$ cat src/rtl/dma_irq_ctl.sv
module dma_irq_ctl #(
  parameter int NCH = 7,
  parameter int AW  = 8
) (
  input  logic          clk,
  input  logic          rst,
  input  logic          wr_en,
  input  logic [AW-1:0] addr,
  input  logic [31:0]   wdata,
  input  logic [AW-1:0] rd_addr,
  output logic [31:0]   rdata,
  input  logic [NCH-1:0] chan_done,
  output logic [NCH-1:0] chan_start,
  output logic          irq
);
  localparam logic [31:0] WMASK    = 32'h00FF_803F;
  localparam logic [31:0] FLAGMASK = 32'h7F00_0000;
  localparam logic [AW-1:0] EN_ADDR  = AW'(8'h70);
  localparam logic [AW-1:0] ICR_ADDR = AW'(8'h74);
  localparam int CH_BASE = 8;
  localparam int CH_STEP = 16;

  logic [31:0] icr, en_r, icr_nx;
  logic [31:0] ctl [NCH];
  logic [NCH-1:0] hit, start_nx;

  always_comb begin
    icr_nx = icr;
    if (wr_en && addr == ICR_ADDR)
      icr_nx = (wdata & WMASK) | (icr & ~wdata & FLAGMASK);
    for (int n = 0; n < NCH; n++)
      if (chan_done[n] && icr_nx[16+n]) icr_nx[24+n] = 1'b1;
    icr_nx[31] = icr_nx[15] | (icr_nx[23] & |icr_nx[30:24]);
  end

  for (genvar n = 0; n < NCH; n++) begin : g_ch
    assign hit[n]      = wr_en && addr == AW'(CH_BASE + CH_STEP*n);
    assign start_nx[n] = hit[n] & wdata[24] & en_r[4*n+3];

    always_ff @(posedge clk) begin
      if (rst)               ctl[n] <= '0;
      else if (hit[n])       ctl[n] <= wdata;
      else if (chan_done[n]) ctl[n][24] <= 1'b0;
    end
  end

  always_ff @(posedge clk) begin
    if (rst) begin
      icr        <= '0;
      en_r       <= '0;
      irq        <= 1'b0;
      chan_start <= '0;
    end else begin
      icr        <= icr_nx;
      irq        <= icr_nx[31] & ~icr[31];
      chan_start <= start_nx;
      if (wr_en && addr == EN_ADDR) en_r <= wdata;
    end
  end

  always_comb begin
    rdata = '0;
    if (rd_addr == ICR_ADDR) rdata = icr;
    if (rd_addr == EN_ADDR)  rdata = en_r;
    for (int n = 0; n < NCH; n++)
      if (rd_addr == AW'(CH_BASE + CH_STEP*n)) rdata = ctl[n];
  end
endmodule


$ cat config.mk
export PLATFORM = sky130hd
export DESIGN_NAME = dma_irq_ctl
export DESIGN_NICKNAME = d
export VERILOG_FILES = /design/src/rtl/dma_irq_ctl.sv
export SDC_FILE = /design/constraint.sdc
export NUM_CORES = 1
export LEC_CHECK = 0
export BUFFER_PORTS_ARGS = -buffer_cell sky130_fd_sc_hd__buf_4
export CORE_MARGIN = 3
export CORE_UTILIZATION = 28
export DETAILED_ROUTE_END_ITERATION = 7
export GPL_TIMING_DRIVEN = 0
export SETUP_SLACK_MARGIN = 0.3
export SLEW_MARGIN = 20
export SYNTH_ARGS = -nofsm -noshare
export SYNTH_HDL_FRONTEND = slang
export SYNTH_SLANG_ARGS = --single-unit
$ cat constraint.sdc
create_clock -name clk -period 3 [get_ports clk]
set_input_delay 0.3 -clock clk [delete_from_list [all_inputs] [get_ports clk]]
set_output_delay 0.3 -clock clk [all_outputs]
set_load 0.05 [all_outputs]
Yosys cells after proc, flatten, opt, wreduce, memory -nomap -nowiden --
Memory sizes are Yosys's and may differ from the RTL's. Cells that the tools add are included.
Operators by class: equality and inequality tests 18, mux-type cells 82, bitwise gates (word level) 35, reductions and logical operators 17
Operators with widths (number):
- two-way mux 32 bit | 16
- equality test 8 x 7 -> 1 bit (second input constant) | 10
- two-way mux 1 bit | 65
- equality test 8 x 6 -> 1 bit (second input constant) | 4
- AND 31 bit | 1
- two-way mux 31 bit | 1
- NOT 31 bit | 1
- bitwise OR 24 x 31 -> 31 bit | 1
- AND 1 bit | 16
- equality test 8 x 4 -> 1 bit (second input constant) | 2
- equality test 8 x 5 -> 1 bit (second input constant) | 2
- logical AND 1 bit | 16
- bitwise OR 1 bit | 15
- OR reduction 7 bit | 1
- NOT 1 bit | 1
Storage, ports and cells: register bits 72, RAM bits 224, bits of input ports 58, output and inout bits 40, word-level logic and storage cells 158, memories kept 1
Memories:
- ctl | depth 7, bits a word 32, read ports 7, clocked after Yosys merged registers in 0, wr ports 7, RTL line 24 | logic [31:0] ctl [NCH];

Depth between registers and ports, before layout --
Gate-level depths: netlist of run 1.
depth in word-level cells 10, gate-level depth with buffers 8, depth with buffers taken out 5

Worst setup path before layout of run 1 --
Ideal clock, no wire load.
path kind input to register, start point input addr[1], end point memory ctl[1][24], enable pin, library setup time 0.297 ns, arrival 2.835 ns, data required time 2.703 ns, setup slack -0.132 ns, stages 6, buffers on the path 1, cell sequence nor3_2 -> nand3b_1 -> or2_1 -> buf_2 -> o21bai_1 -> or2_2
RTL lines:
- start: declaration | RTL line 8 | input logic [AW-1:0] addr,
- end: declaration | RTL line 24

Final worst setup path of run 1 --
start point input rd_addr[7], end point output rdata[10]
On the way: cells in the longest elaborated chain, start to end 10, elaborated cells on any way between the ends 18, those cells by class eq/ne (9); mux (9)
Ends and longest elaborated chain:
- start: declaration | RTL line 10 | input logic [AW-1:0] rd_addr,
- equality test 8 x 7 -> 1 bit | RTL line 63 | if (rd_addr == ICR_ADDR) rdata = icr;
- two-way mux 32 bit | RTL line 63
- two-way mux 32 bit | RTL line 64 | if (rd_addr == EN_ADDR) rdata = en_r;
- two-way mux 32 bit (6 in series) | RTL line 66 | if (rd_addr == AW'(CH_BASE + CH_STEP*n)) rdata = ctl[n];
- two-way mux 32 bit * | RTL line 66
- end: declaration | RTL line 11 | output logic [31:0] rdata,
Mark *: on every way between the ends. The rest lies on a longest branch, timed or not.

==> flow_summary.ini, run 1 <==
[worst_setup_path]
cp-start-kind = primary input
path_class = in2out
crit_fanout = 6
crit_start = rd_addr[7]
r2r_cells = 5
worstPathRequired_ps = 2700
arrival_ps = 2390
timing.rr.start = icr[27]
end_kind = primary output

[placement]
dp_hpwl_mm = 32.3
place_ws_ps = -706
placed_area_mm2 = 0.0152
portBuffers = 95
gp_congestion = 0.903

[detailed_routing]
routed_wl_mm = 46.7
viasPerCell = 5.27
drt-wirelength-per-cell_um = 23.6
drc = 0
drt-initial-drc-count = 1304
vias = 10400
dr.pass1.iters = 5
drtAntennaViolNets = 0

[yosys]
yosysUniqueCellTypes = 57
synth_xor_area_share_pct = 0
synth_top_family_by_area = simple AND/OR/NAND/NOR gates
synth.mux.area_fraction_pct = 5.24
async_reset_ff_share_pct = 0
synth-edff-count = 224
synth_fa_ha_area_share_pct = 0
yosysSeqAreaShare_pct = 60.1
synthFlopType = edfxtp_1
synthCells = 1187
synth-simple-area-share_pct = 20.2
ys_ff_latch = 287
syn_area_mm2 = 0.0133
synth_nets = 1245
synth_compound_area_share_pct = 11.2
yosys_warnings = 0
post_synth.cell_area_avg_um2 = 11.2

[timing]
fin_crit_sh_pct = 89.5
setup_viol = 0
rsz0062_at_grt = true
worst_pin_slew_ps = 1030
tns_ps = 0
fin_skew_ps = 11.7
relSlewSlack_pct = 30.7
fin_crit_ps = 2690
finalMaxSlewViolations = 0
max_freq_mhz = 372
fin_ws_ps = 314
hold_violations = 0

[clocking]
cts_tree = built
clk_pin_slew_ps = 60
cts-buffers-inserted = 34
clockBufferDepth = 3
cts_hold_buf = 0
clk_latency_ps = 520
cts_root_buf = clkbuf_16
htree_levels = 2
cts_sinks = 287

[cells_and_area]
final_common_cell = edfxtp_1
final_layout_size_suffix_gt1_share_pct = 19.9
final_cell_mix = edfxtp_1, and2_1, nand2_1
nNetsFinal = 1401
area_delta_synth_final_pct = 25.2
fin_area_mm2 = 0.0166

[hold_path]
min_path_cells = 3
hp-class = in2reg
hold_path.startpoint = wdata[25]

[global_routing]
grt_max_degree = 20
grtUsageTotal_pct = 18.0
grt_pass1_wl_mm = 66.5
grt-ovfl-total = 0
grt_antenna_before_repair = 1
grt_pass1_vias = 10000

[run]
maxCapViolCount = 0

[die]
rows = 79
start_util_pct = 28.4
core_area_mm2 = 0.0468
dieHeight_um = 224
die-area_mm2 = 0.0501
io_pins = 98
fp.dieW_um = 224

[power_and_ir_drop]
peakVddDrop_mv = 0.370
p_per_area_mw_per_mm2 = 546
finalPower_mw = 9.09
total_leakage_power_nw = 5.97

[status]
status = completed
[critical path, stage by stage]
cell and delay (ps):
buf_4 120, or4b_4 530, buf_6 150, buf_12 120, nor4_4 280, buf_4 210, nand2_1 60, a32oi_1 170
a2bb2oi_1 200, buf_4 230
[power breakdown]
group	internal [mW]	total, mW	switching, mW
combinational	0.214	0.647	0.433
sequential	4.43	4.48	0.0437
clock	2.36	3.97	1.61
total	7.00	9.09	2.09
[area by class of cell]
| type | count | area [um^2] |
|---|---|---|
| antenna | 1 | 2.50 |
| multi-input combinational | 795 | 5140 |
| clock buffer | 52 | 990 |
| clock inverter | 9 | 70.1 |
| tap | 607 | 759 |
| inverter | 18 | 67.6 |
| sequential | 287 | 7990 |
| fill | 4558 | 30100 |
| buffer | 87 | 443 |
| timing repair buffer | 120 | 1180 |
[routing by layer]
| metal | part of all wire, % | global-route usage (%) | up-vias |
|---|---|---|---|
| li1 | - | - | 4645 |
| met1 | 42 | 24.7 | 5125 |
| met2 | 46 | 28.8 | 542 |
| met3 | 9.2 | 3.59 | 93 |
| met4 | 2.7 | 5.43 | 0 |
| met5 | 0 | 0 | - |
[what timing repair did]
action,CTS,global route
buffers inserted,8,3
cloned,0,1
gates resized for setup,45,30
endpoints found under the setup margin,32,26
pin swaps,8,7
hold endpoints to repair,0,0
[synth_stat cells (6+ instances only)]
cell | instances | area share, %
a211oi_1 | 8 | 0.45
a21oi_1 | 52 | 2.0
a22oi_1 | 29 | 1.6
and2_1 | 182 | 8.6
and3_1 | 8 | 0.38
buf_2 | 12 | 0.45
clkbuf_1 | 67 | 1.9
dfxtp_1 | 63 | 9.5
edfxtp_1 | 224 | 51
inv_1 | 18 | 0.51
mux2i_1 | 64 | 4.8
nand2_1 | 105 | 3.0
nand2b_1 | 10 | 0.47
nor2_1 | 62 | 1.7
nor2b_1 | 9 | 0.42
nor3_1 | 24 | 0.90
nor3_2 | 6 | 0.45
nor4_1 | 43 | 2.0
o21a_1 | 18 | 1.0
o21ai_0 | 49 | 1.8
o21ai_1 | 15 | 0.56
o21bai_1 | 6 | 0.34
o22ai_1 | 32 | 1.5
or2_2 | 8 | 0.38
[cells by family (layout without fill, tap and decap cells)]
logic type,count (synthesis),count (layout)
AOI/OAI and AO/OA,238,238
and+or+nand+nor,488,488
buffers and inverters,105,286
muxes,69,69
other,0,1
DFF,287,287
[per-stage QoR]
| stage | instances | hold slack [ps] | util, % |
|---|---|---|---|
| after floorplan | 1187 | 392 | - |
| after global placement | 1889 | 441 | 31.8 |
| after detailed placement | 1902 | 449 | 32.6 |
| after CTS | 1971 | 60.3 | 35.3 |
| after global routing | 1975 | 57.6 | 35.6 |
| final | 1976 | 68.3 | 35.6 |
[path summary, 6_finish.rpt]
check | end | slack (ps)
hold / removal | en_r[25] | 70
hold reg to reg | en_r[0] | 460
setup reg to reg | irq | 1330
setup / recovery | rdata[10] | 310
[state kept, by name (all words and copies together) (netlist names)]
signal / cells
chan_start: 7
ctl: 224
irq: 1
en_r: 32
icr: 23
(Power assumes the default switching activity.)
==> run 2: changes to the inputs <==
CTS_BUF_LIST = sky130_fd_sc_hd__clkbuf_16   (was default)
PLACE_DENSITY = 0.54   (was default)
SLEW_MARGIN = default   (was 20)
==> flow_summary.ini, run 2 (same netlist as run 1, synthesis figures left out) <==
[detailed_routing]
drt-initial-drc-count = 1050
drc = 0
routed_wl_mm = 47.5
drt-wirelength-per-cell_um = 24.1
vias = 10200
dr.pass1.iters = 8
drtAntennaViolNets = 0
viasPerCell = 5.17

[placement]
gp_congestion = 0.879
portBuffers = 95
placed_area_mm2 = 0.0151
dp_hpwl_mm = 32.4
dpl.cell_count = 1898
place_ws_ps = -818

[cells_and_area]
fin_area_mm2 = 0.0165
largest_reg_flops = 224
finalNonFillerCells = 1973
top_regs = ctl (224), en_r (32), icr (23)
nNetsFinal = 1398
final_layout_size_suffix_gt1_share_pct = 19.5
diodes = 0
final_common_cell = edfxtp_1
area_delta_synth_final_pct = 24.4
final_cell_mix = edfxtp_1, and2_1, nand2_1
regMostFlops = ctl

[timing]
tns_ps = 0
relSlewSlack_pct = 31.5
fin_skew_ps = 4.04
setup_viol = 0
hold_violations = 0
worst_pin_slew_ps = 1020
finalMaxSlewViolations = 0
fin_crit_sh_pct = 90.4
fin_crit_ps = 2710
fin_ws_ps = 289
rsz0062_at_grt = true
max_freq_mhz = 369

[power_and_ir_drop]
peakVddDrop_mv = 0.296
total_leakage_power_nw = 5.95
p_per_area_mw_per_mm2 = 550

[worst_setup_path]
path_class = in2out
cp_slowest_cell = or3_1
rrSetupSlack_ps = 1260
cp-start-kind = primary input
worstPathRequired_ps = 2700
cp_cell_sequence = buf_4, or3_1, nor4b_2, buf_4, o21a_1, nor3_1, o21ai_1, buf_4
r2r-end = irq
end_kind = primary output
crit_path_max_incr_delay_ps = 500
r2r_cells = 5
crit_fanout = 10
crit_end = rdata[31]
crit_start = rd_addr[7]
timing.rr.start = icr[26]
arrival_ps = 2410
cpMostUsedCell = buf_4

[die]
core_area_mm2 = 0.0468
io_pins = 98
rows = 79
start_util_pct = 28.4
die-area_mm2 = 0.0501
fp.dieW_um = 224
dieHeight_um = 224

[global_routing]
grt_pass1_wl_mm = 68.2
grt_max_degree = 22
grt-ovfl-total = 0
grt_pass1_vias = 10200
grt_antenna_before_repair = 0
grtUsageTotal_pct = 18.5

[clocking]
cts_sinks = 287
cts_root_buf = clkbuf_16
clk_latency_ps = 500
htree_levels = 2
clk_pin_slew_ps = 60
cts_hold_buf = 0
clockBufferDepth = 3
cts_tree = built
cts-buffers-inserted = 34

[status]
status = completed

[hold_path]
hp-class = in2reg
min_path_cells = 3

[run]
maxCapViolCount = 0
## run 2: worst max-delay path: cells and delay by family
kind,cells,cell delay [ps]
simple gates,3,1000
buf+inv,3,670
compound gates,2,430
## run 2: worst min path at each step
stage                          from        to  slack (ps)
after floorplan             icr[31]       irq         390
after global placement      en_r[5]   en_r[5]         440
after detailed placement   en_r[17]  en_r[17]         450
after CTS                  wdata[6]   en_r[6]          70
after global routing      wdata[25]  en_r[25]          90
final                      wdata[6]   en_r[6]          80
## run 2: timing repair
action                     4_1_cts  5_1_grt
setup buffers                   10        2
pin swaps                       10        7
gates cloned                     0        1
hold endpoints to repair         0        0
setup endpoints to repair       32       49
resized for setup               47       31
## run 2: per-layer routing
metal  GRT usage (%)  vias up  part of all wire [%]
met4            4.93        0                   2.7
met1            25.7     5067                    44
met2            30.0      411                    46
met3            3.26       80                   7.6
li1                -     4638                     -
met5               0        -                     0
## run 2: layout make-up
cell class                      count  area, um^2
Buffer                             87         438
Clock buffer                       38         951
Clock inverter                     24         120
Fill cell                        4600       30200
Inverter                           18        67.6
Multi-Input combinational cell    795        5140
Sequential cell                   287        7990
Tap cell                          607         759
Timing Repair Buffer              117        1070
## run 2: where the power goes
part | total (mW) | internal (mW) | switching, mW
sequential | 4.47 | 4.43 | 0.0431
clock | 3.98 | 2.34 | 1.64
combinational | 0.635 | 0.199 | 0.436
## run 2: through the flow
stage,util (%),hold WS (ps),power (mW)
after global routing,35.4,93.3,9.33
after floorplan,-,392,4.83
after detailed placement,32.3,446,5.17
final,35.4,78.3,9.09
after global placement,31.8,442,5.14
after CTS,35.1,67.4,9.12
